$ cat config.mk
export PLATFORM = sky130hd
export DESIGN_NAME = xreg_spec_unit
export DESIGN_NICKNAME = d
export VERILOG_FILES = /design/src/rtl/xreg_pkg.sv /design/src/rtl/xreg_prefix_decode.sv /design/src/rtl/xreg_slot_state.sv /design/src/rtl/xreg_spec_merge.sv /design/src/rtl/xreg_spec_unit.sv
export SDC_FILE = /design/constraint.sdc
export NUM_CORES = 1
export LEC_CHECK = 0
export BUFFER_PORTS_ARGS = -buffer_cell sky130_fd_sc_hd__buf_2
export CAP_MARGIN = 20
export CORE_ASPECT_RATIO = 1.1
export CORE_MARGIN = 10
export CORE_UTILIZATION = 51
export DETAILED_ROUTE_END_ITERATION = 10
export PLACE_DENSITY = 0.89
export SLEW_MARGIN = 30
export SYNTH_ARGS = -nofsm -noshare
export SYNTH_HDL_FRONTEND = slang
export SYNTH_SLANG_ARGS = --single-unit
$ cat constraint.sdc
create_clock -name clk -period 2.4 [get_ports clk]
set_clock_uncertainty 0.2 [all_clocks]
set_input_delay 0.6 -clock clk [delete_from_list [all_inputs] [get_ports clk]]
set_output_delay 0.6 -clock clk [all_outputs]
set_load 0.02 [all_outputs]
$ cat src/rtl/xreg_pkg.sv
package xreg_pkg;

  localparam int HI_W      = 3;
  localparam int LO_W      = 5;
  localparam int SPEC_W    = HI_W + LO_W;
  localparam int SLOT_BITS = 4 * HI_W + 2;
  localparam int NUM_SLOTS = 2;
  localparam int OPC_W     = 3;

  // Base-format register field positions
  localparam int RD_LSB  = 25;
  localparam int RS1_LSB = 14;
  localparam int RS3_LSB = 9;
  localparam int RS2_LSB = 0;

  typedef struct packed {
    logic            vld;
    logic            simd;
    logic            sector;
    logic [HI_W-1:0] up_rd;
    logic [HI_W-1:0] up_rs1;
    logic [HI_W-1:0] up_rs2;
    logic [HI_W-1:0] up_rs3;
  } slot_t;

  // Unpack one slot field of a prefix word
  function automatic slot_t slot_from_bits(input logic [SLOT_BITS-1:0] b,
                                           input logic v);
    slot_t s;
    s.vld    = v;
    s.simd   = b[SLOT_BITS-1];
    s.sector = b[SLOT_BITS-2];
    s.up_rd  = b[4*HI_W-1 -: HI_W];
    s.up_rs1 = b[3*HI_W-1 -: HI_W];
    s.up_rs2 = b[2*HI_W-1 -: HI_W];
    s.up_rs3 = b[HI_W-1:0];
    return s;
  endfunction

  // Build an extended specifier; upper bits forced to zero when unused
  function automatic logic [SPEC_W-1:0] merge_spec(input logic v,
                                                   input logic [HI_W-1:0] hi,
                                                   input logic [LO_W-1:0] lo);
    return v ? {hi, lo} : {{HI_W{1'b0}}, lo};
  endfunction

endpackage

$ cat src/rtl/xreg_prefix_decode.sv
module xreg_prefix_decode
  import xreg_pkg::*;
#(
  parameter int                INSTR_W = 32,
  parameter logic [OPC_W-1:0]  PFX_OPC = 3'b111
) (
  input  logic [INSTR_W-1:0] instr,
  output logic               is_pfx,
  output slot_t              slot_a,
  output slot_t              slot_b
);

  localparam int VAR_BIT = INSTR_W - OPC_W - 1;
  localparam int PAY_TOP = VAR_BIT - 1;

  slot_t slots [NUM_SLOTS];

  assign is_pfx = (instr[INSTR_W-1 -: OPC_W] == PFX_OPC);

  generate
    for (genvar s = 0; s < NUM_SLOTS; s++) begin : g_slot
      localparam int TOP = PAY_TOP - s * SLOT_BITS;
      if (s == 0) begin : g_first
        assign slots[s] = slot_from_bits(instr[TOP -: SLOT_BITS], 1'b1);
      end else begin : g_later
        assign slots[s] = slot_from_bits(instr[TOP -: SLOT_BITS], instr[VAR_BIT]);
      end
    end
  endgenerate

  assign slot_a = slots[0];
  assign slot_b = slots[1];

endmodule

$ cat src/rtl/xreg_slot_state.sv
module xreg_slot_state
  import xreg_pkg::*;
(
  input  logic  clk,
  input  logic  rst_n,
  input  logic  load,
  input  slot_t new_a,
  input  slot_t new_b,
  input  logic  consume,
  output slot_t cur,
  output logic  a_pending,
  output logic  b_pending
);

  slot_t sa, sb;
  logic  use_a, use_b;

  assign use_a = consume && sa.vld;
  assign use_b = consume && !sa.vld && sb.vld;

  always_ff @(posedge clk) begin
    if (!rst_n) begin
      sa <= '0;
      sb <= '0;
    end else if (load) begin
      sa <= new_a;
      sb <= new_b;
    end else begin
      if (use_a) sa.vld <= 1'b0;
      if (use_b) sb.vld <= 1'b0;
    end
  end

  assign cur       = sa.vld ? sa : sb;
  assign a_pending = sa.vld;
  assign b_pending = sb.vld;

  // first slot is spent first and leaves the second untouched
  a_r4_first_slot: assert property (@(posedge clk) disable iff (!rst_n)
    use_a |=> !sa.vld && $stable(sb.vld));
  // second slot is spent once the first is gone
  a_r4_second_slot: assert property (@(posedge clk) disable iff (!rst_n)
    use_b |=> !sb.vld && !sa.vld);
  // a prefix always leaves the first slot pending
  a_r8_reload: assert property (@(posedge clk) disable iff (!rst_n)
    load |=> sa.vld);
  // single-slot prefix leaves the second slot empty
  a_r3_single: assert property (@(posedge clk) disable iff (!rst_n)
    load && !new_b.vld |=> !sb.vld);

endmodule

$ cat src/rtl/xreg_spec_merge.sv
module xreg_spec_merge
  import xreg_pkg::*;
#(
  parameter int INSTR_W = 32
) (
  input  logic               clk,
  input  logic               rst_n,
  input  logic               take,
  input  logic               out_ready,
  input  logic [INSTR_W-1:0] instr,
  input  slot_t              cur,
  output logic               out_valid,
  output logic [INSTR_W-1:0] out_instr,
  output logic [SPEC_W-1:0]  out_rd,
  output logic [SPEC_W-1:0]  out_rs1,
  output logic [SPEC_W-1:0]  out_rs2,
  output logic [SPEC_W-1:0]  out_rs3,
  output logic               out_simd,
  output logic               out_sector
);

  logic [SPEC_W-1:0] nx_rd, nx_rs1, nx_rs2, nx_rs3;

  always_comb begin
    nx_rd  = merge_spec(cur.vld, cur.up_rd,  instr[RD_LSB  +: LO_W]);
    nx_rs1 = merge_spec(cur.vld, cur.up_rs1, instr[RS1_LSB +: LO_W]);
    nx_rs2 = merge_spec(cur.vld, cur.up_rs2, instr[RS2_LSB +: LO_W]);
    nx_rs3 = merge_spec(cur.vld, cur.up_rs3, instr[RS3_LSB +: LO_W]);
  end

  always_ff @(posedge clk) begin
    if (!rst_n) begin
      out_valid  <= 1'b0;
      out_instr  <= '0;
      out_rd     <= '0;
      out_rs1    <= '0;
      out_rs2    <= '0;
      out_rs3    <= '0;
      out_simd   <= 1'b0;
      out_sector <= 1'b0;
    end else if (take) begin
      out_valid  <= 1'b1;
      out_instr  <= instr;
      out_rd     <= nx_rd;
      out_rs1    <= nx_rs1;
      out_rs2    <= nx_rs2;
      out_rs3    <= nx_rs3;
      out_simd   <= cur.vld & cur.simd;
      out_sector <= cur.vld & cur.sector;
    end else if (out_ready) begin
      out_valid  <= 1'b0;
    end
  end

  // accepted base instruction is presented one cycle later
  a_r12_latency: assert property (@(posedge clk) disable iff (!rst_n)
    take |=> out_valid && out_instr == $past(instr));
  // without a pending slot the extension bits stay zero
  a_r5_plain: assert property (@(posedge clk) disable iff (!rst_n)
    take && !cur.vld |=> !out_simd && !out_sector &&
      out_rd[SPEC_W-1 -: HI_W] == '0 && out_rs1[SPEC_W-1 -: HI_W] == '0 &&
      out_rs2[SPEC_W-1 -: HI_W] == '0 && out_rs3[SPEC_W-1 -: HI_W] == '0);
  // low specifier bits track the instruction fields
  a_r2_lower: assert property (@(posedge clk) disable iff (!rst_n)
    take |=> out_rd[LO_W-1:0] == $past(instr[RD_LSB +: LO_W]) &&
             out_rs2[LO_W-1:0] == $past(instr[RS2_LSB +: LO_W]));
  // a stalled beat holds
  a_r9_hold: assert property (@(posedge clk) disable iff (!rst_n)
    out_valid && !out_ready |=> out_valid && $stable(out_instr) &&
      $stable(out_rd) && $stable(out_rs1) && $stable(out_rs2) &&
      $stable(out_rs3) && $stable(out_simd) && $stable(out_sector));

endmodule

$ cat src/rtl/xreg_spec_unit.sv
module xreg_spec_unit
  import xreg_pkg::*;
#(
  parameter int               INSTR_W = 32,
  parameter logic [OPC_W-1:0] PFX_OPC = 3'b111
) (
  input  logic               clk,
  input  logic               rst_n,
  input  logic               in_valid,
  output logic               in_ready,
  input  logic [INSTR_W-1:0] in_instr,
  output logic               out_valid,
  input  logic               out_ready,
  output logic [INSTR_W-1:0] out_instr,
  output logic [SPEC_W-1:0]  out_rd,
  output logic [SPEC_W-1:0]  out_rs1,
  output logic [SPEC_W-1:0]  out_rs2,
  output logic [SPEC_W-1:0]  out_rs3,
  output logic               out_simd,
  output logic               out_sector
);

  logic  is_pfx, accept, pfx_accept, take;
  logic  a_pending, b_pending;
  slot_t new_a, new_b, cur;

  assign in_ready   = !out_valid || out_ready;
  assign accept     = in_valid && in_ready;
  assign pfx_accept = accept && is_pfx;
  assign take       = accept && !is_pfx;

  xreg_prefix_decode #(.INSTR_W(INSTR_W), .PFX_OPC(PFX_OPC)) u_dec (
    .instr  (in_instr),
    .is_pfx (is_pfx),
    .slot_a (new_a),
    .slot_b (new_b)
  );

  xreg_slot_state u_slots (
    .clk       (clk),
    .rst_n     (rst_n),
    .load      (pfx_accept),
    .new_a     (new_a),
    .new_b     (new_b),
    .consume   (take),
    .cur       (cur),
    .a_pending (a_pending),
    .b_pending (b_pending)
  );

  xreg_spec_merge #(.INSTR_W(INSTR_W)) u_merge (
    .clk        (clk),
    .rst_n      (rst_n),
    .take       (take),
    .out_ready  (out_ready),
    .instr      (in_instr),
    .cur        (cur),
    .out_valid  (out_valid),
    .out_instr  (out_instr),
    .out_rd     (out_rd),
    .out_rs1    (out_rs1),
    .out_rs2    (out_rs2),
    .out_rs3    (out_rs3),
    .out_simd   (out_simd),
    .out_sector (out_sector)
  );

  // an absorbed prefix leaves no beat behind
  a_r1_no_beat: assert property (@(posedge clk) disable iff (!rst_n)
    pfx_accept |=> !out_valid);
  // slots only become pending through a prefix
  a_r10_slot_source: assert property (@(posedge clk) disable iff (!rst_n)
    !$past(pfx_accept) && !$past(a_pending) |-> !a_pending);
  // second slot never outlives into a new pending state without a prefix
  a_r4_b_source: assert property (@(posedge clk) disable iff (!rst_n)
    !$past(pfx_accept) && !$past(b_pending) |-> !b_pending);

endmodule

==> metrics.yaml, run 1 <==
synthesis:
  synth-async-reset-ratio_pct: 0
  synthesis.area_um2: 3515
  synth_seq_cells: 77
  synth_edf_count: 0
  synthDistinctLibCells: 23
  synth.yosys.seq_area_share_pct: 43.86
  avgSynthCellArea_um2: 8.966
  syn-instance-count: 392
  synthFlopType: "dfxtp_1"
  yosysWarnings: 0
  syn-num-nets: 428
drt:
  via_count: 3465
  drt_wl_total_um: 10300
  drc: 0
  postRouteAntennaNets: 0
  wl_per_cell_um: 19.47
  dr.pass1.iters: 5
  vias_per_cell: 6.550
  drtIter0Drc: 486
cts:
  clockBufferDepth: 2
  cts_tree: "yes"
  clk_pin_slew_ns: 0.08
  clockRootBuffer: "clkbuf_8"
  cts-buffers-inserted: 9
  post_cts_resize_count: 0
  cts.hold.buffers_added: 0
  clock-sinks: 77
  insertion_delay_ns: 0.34
  h-tree-depth: 3
  post_cts_buffers: 0
sta:
  rsz0062_at_grt: "false"
  worst_slack_ns: 0.3207
  report.final.slew_viol_count: 0
  setup_viol: 0
  fin_crit_ns: 2.079
  relSlewSlack_pct: 52.39
  worstMarginPinSlew_ns: 0.7119
  hold_viol_final: 0
  post-route-period-util_pct: 86.64
  tns_ns: 0
  max_freq_mhz: 480.9
worst_hold_path:
  min_from: "u_slots.sa[9]"
  hp-class: "register to register"
flow_run:
  maxCapViolations: 0
pwr:
  power_uw: 2719
  p_leak_uw: 0.001612
  p_clk_share_pct: 32.1
  power.density_nw_per_um2: 676.7
  combPwrFrac_pct: 17.2
  ir_drop_v: 0.0004336
  power_switching_uw: 794.0
  p_sw_share_pct: 29.20
  p_int_uw: 1925
  pwr-share-seq_pct: 50.7
worst_setup_path:
  cp.required_ns: 1.60
  startpoint: "out_ready"
  crit_type: "input pin to output pin"
  r2r-start: "u_slots.b_pending"
  crit_path_end_kind: "output pin"
  startpoint_type: "input pin"
  cp.arrival_ns: 1.28
  crit_fanout: 11
finish:
  area_growth_pct: 14.35
  layout_commonest_cell: "buf_2"
  antennaDiodeCount: 0
  layout_common_cells: "103 x buf_2, 77 x dfxtp_1, 59 x o31ai_1"
  fin_nets: 478
  drive_gt1_share_pct: 30.43
floorplanning:
  rows: 31
  start_util_pct: 52.99
  die_h_um: 107.1
  die-area_um2: 10620
  die_width_um: 99.15
  io_pins: 104
  core_um2: 6633
global_routing:
  gr-usage-all-layers_pct: 18.22
  grt_pass1_wl_um: 16410
  grt_max_degree: 74
  grt_pass1_vias: 3257
  antenna_found_initial: 0
  overflow: 0
outcome:
  status: "complete, no violations"
place:
  dp_worst_setup_slack_ns: 0.1580
  dp_hpwl_um: 6616
  place_congestion: 0.8099
  io_buffers: 103
[flip-flops by register name, indices dropped and copies added (netlist names)]
signal / count
u_merge.out_instr: 12
u_merge.out_rd: 8
u_merge.out_rs1: 8
u_merge.out_rs2: 8
u_merge.out_rs3: 8
u_merge.out_sector: 1
u_merge.out_simd: 1
u_merge.out_valid: 1
u_slots.a_pending: 1
u_slots.b_pending: 1
u_slots.sa: 14
u_slots.sb: 14
[Yosys cell counts (8+ instances only)]
master	count	area (um^2)
a311oi_1	8	70.07
a31oi_1	14	87.58
o31ai_1	59	442.9
nand4_1	57	356.6
buf_4	24	180.2
buf_2	12	60.06
clkbuf_1	33	123.9
nand3b_1	8	60.06
nand2_1	10	37.54
dfxtp_1	77	1541
a21oi_1	58	290.3
[path summary, 6_finish.rpt]
path	cells past startpoint	end	slack [ns]
max reg2reg	3	u_merge.out_rs3[7]	0.65
max	4	in_ready	0.32
min reg2reg	2	u_slots.sa[9]	0.27
min	2	u_slots.sa[9]	0.27
[power by group through the flow]
| stage | registers [uW] | logic, uW | clock network (uW) |
|---|---|---|---|
| CTS | 1380 | 465 | 876 |
| floorplan | 1460 | 268 | 0 |
| detailed placement | 1400 | 463 | 0 |
| global placement | 1400 | 456 | 0 |
| finish | 1380 | 468 | 874 |
| global route | 1380 | 502 | 934 |
[cell type report]
| type | instances | area, um^2 |
|---|---|---|
| clock inverters | 1 | 5.005 |
| inverters | 3 | 11.26 |
| repair buffers | 114 | 648.1 |
| flip-flops and latches | 77 | 1541 |
| clock buffers | 15 | 166.4 |
| well taps | 82 | 102.6 |
| multi-input cells | 237 | 1544 |
| fillers | 562 | 2614 |
[stage by stage]
| step | hold WS, ns | cell area [um^2] | utilization (%) | std cells |
|---|---|---|---|---|
| floorplan | 0.2483 | 3515 | - | 392 |
| global placement | 0.2537 | 3847 | 58.01 | 513 |
| detailed placement | 0.2623 | 3847 | 58.01 | 513 |
| CTS | 0.2732 | 4019 | 60.59 | 529 |
| global route | 0.2963 | 4019 | 60.59 | 529 |
| finish | 0.2736 | 4019 | 60.59 | 529 |
[per-layer routing]
metal / share of wire [%] / up-vias / wire length (um) / global-route usage, %
met5: 0 / - / 0 / 0
met4: 1.9 / 0 / 200 / 7.480
met3: 7.6 / 16 / 787 / 4.945
met2: 47 / 202 / 4857 / 27.00
met1: 43 / 1638 / 4451 / 24.29
li1: - / 1609 / - / -
[cell families (layout without fill, tap and decap cells)]
group | Yosys count | after routing | share of synthesized area, %
flip-flops | 77 | 77 | 43.86
AND/OR/NAND/NOR | 81 | 81 | 14.20
buffers and inverters | 78 | 133 | 12.60
AO/OA/AOI/OAI | 156 | 156 | 29.33
[worst max-delay path, stage by stage]
cell	delay, ns
buf_2	0.11
nor2b_4	0.29
inv_2	0.09
buf_2	0.17
No activity file was read; power rests on OpenSTA's default activity.
==> run 2: changes to the inputs <==
- CORE_MARGIN: 10 -> 5
- REMOVE_ABC_BUFFERS: not set -> 1
==> metrics.yaml, run 2 (synthesis results as in run 1) <==
sta:
  fin_crit_ns: 2.003  # -0.07658 ns
  max_freq_mhz: 499.3  # +3.8%
  relSlewSlack_pct: 45.96  # -6.4 points
  worstMarginPinSlew_ns: 0.8079  # +0.09604 ns
  setup_viol: 0  # unchanged
  worst_slack_ns: 0.3973  # +0.07658 ns
  hold_slack_ns: 0.2681  # -0.005503 ns
  post-route-period-util_pct: 83.45  # -3.2 points
  rsz0062_at_grt: "false"
  hold_viol_final: 0  # unchanged
  report.final.slew_viol_count: 0  # unchanged
worst_setup_path:
  crit_fanout: 4  # -7
  startpoint_type: "input pin"
  cp.arrival_ns: 1.20  # -0.08 ns
  critPathMaxStageDelay_ns: 0.22  # -0.07 ns
  crit_chain: "buf_2 -> nor2b_4 -> inv_2 -> buf_2"
  crit_type: "input pin to output pin"
  crit_path_end_kind: "output pin"
  crit_buf_inv: 3  # unchanged
  crit_path_top_delay_cell: "nor2b_4"
  cpMostUsedCell: "buf_2"
  cp.required_ns: 1.60  # about the same
  crit_family: "buffers and inverters"
finish:
  area_growth_pct: 15.52
  reg_top3: "u_slots.sa x14, u_slots.sb x14, u_merge.out_instr x12"
  stdcell_count: 531  # +0.38%
  antennaDiodeCount: 0  # unchanged
  finish.utilization_pct: 61.21  # +0.62 points
  drive_gt1_share_pct: 31.63  # +1.2 points
  final_cell_area_um2: 4060  # +1.0%
  layout_common_cells: "103 x buf_2, 77 x dfxtp_1, 59 x o31ai_1"
  layout_commonest_cell: "buf_2"
  fin_nets: 480  # +0.42%
place:
  dp_hpwl_um: 5571  # -16%
  dp_worst_setup_slack_ns: 0.2532  # +0.09518 ns
  io_buffers: 103  # unchanged
  dp.cells: 515  # +0.39%
  placed_cell_area_um2: 3850  # about the same
  place_congestion: 0.7430  # -8.3%
drt:
  dr.pass1.iters: 5  # unchanged
  via_count: 3356  # -3.1%
  vias_per_cell: 6.320  # -3.5%
  drt_wl_total_um: 9323  # -9.5%
  postRouteAntennaNets: 0  # unchanged
  wl_per_cell_um: 17.56  # -9.8%
  drtIter0Drc: 279  # -43%
  drc: 0  # unchanged
cts:
  post_cts_buffers: 0  # unchanged
  cts_tree: "yes"
  insertion_delay_ns: 0.34  # about the same
  h-tree-depth: 3  # unchanged
  clockBufferDepth: 2  # unchanged
  clk_pin_slew_ns: 0.07  # about the same
  clock-sinks: 77  # unchanged
  cts-buffers-inserted: 9  # unchanged
  cts.hold.buffers_added: 0  # unchanged
  post_cts_resize_count: 0  # unchanged
  clockRootBuffer: "clkbuf_8"
global_routing:
  grt_pass1_vias: 3151  # -3.3%
  grt_max_degree: 74  # unchanged
  overflow: 0  # unchanged
  grt_pass1_wl_um: 15030  # -8.4%
  gr-usage-all-layers_pct: 21.10  # +2.9 points
  antenna_found_initial: 0  # unchanged
floorplanning:
  die_width_um: 89.15  # -10%
  die_h_um: 97.07  # -9.3%
  rows: 31  # unchanged
  die-area_um2: 8653  # -18%
  core_um2: 6633  # unchanged
  start_util_pct: 52.99  # unchanged
  io_pins: 104  # unchanged
flow_run:
  maxCapViolations: 0  # unchanged
pwr:
  power.density_nw_per_um2: 700.9  # +3.6%
  ir_drop_v: 0.0004138  # -4.6%
  p_leak_uw: 0.001643  # +1.9%
worst_hold_path:
  hp-class: "register to register"
outcome:
  status: "complete, no violations"
[run 2: cell type report]
class                           instances  area, um^2
Inverter                                3       11.26
Timing Repair Buffer                  116       650.6
Multi-Input combinational cell        237        1544
Tap cell                               82       102.6
Fill cell                             565        2572
Clock inverter                          4       45.04
Clock buffer                           12       165.2
Sequential cell                        77        1541
[run 2: where the power goes]
group          internal, uW  switching [uW]
clock network           561             449
registers              1340            35.0
logic                   152             310
[run 2: metrics by stage]
stage	TNS [ns]	total power, uW
floorplan	-197.46	1657
global placement	0	1852
detailed placement	0	1863
CTS	0	2865
global route	0	2967
finish	0	2846
[run 2: worst paths after layout]
| check | from | to | slack [ns] | cells past startpoint |
|---|---|---|---|---|
| max | out_ready | in_ready | 0.40 | 4 |
| min | u_merge.out_instr[21] | u_merge.out_instr[21] | 0.27 | 2 |
| max reg2reg | u_merge.out_valid | u_slots.sa[6] | 0.59 | 4 |
| min reg2reg | u_merge.out_instr[21] | u_merge.out_instr[21] | 0.27 | 2 |
[run 2: routing by layer]
layer	global-route usage (%)	wire length [um]	vias up	share of wire [%]
li1	-	-	1608	-
met1	28.72	3965	1600	43
met3	4.495	740	12	7.9
met2	32.39	4482	136	48
met4	7.789	134	0	1.4
met5	0	0	-	0
[run 2: worst register-to-register path, stage by stage, from the launching register on]
cell and delay, ns:
dfxtp_1 0.33, nor2b_4 0.26, buf_4 0.57, o31ai_1 0.18, a21oi_1 0.19
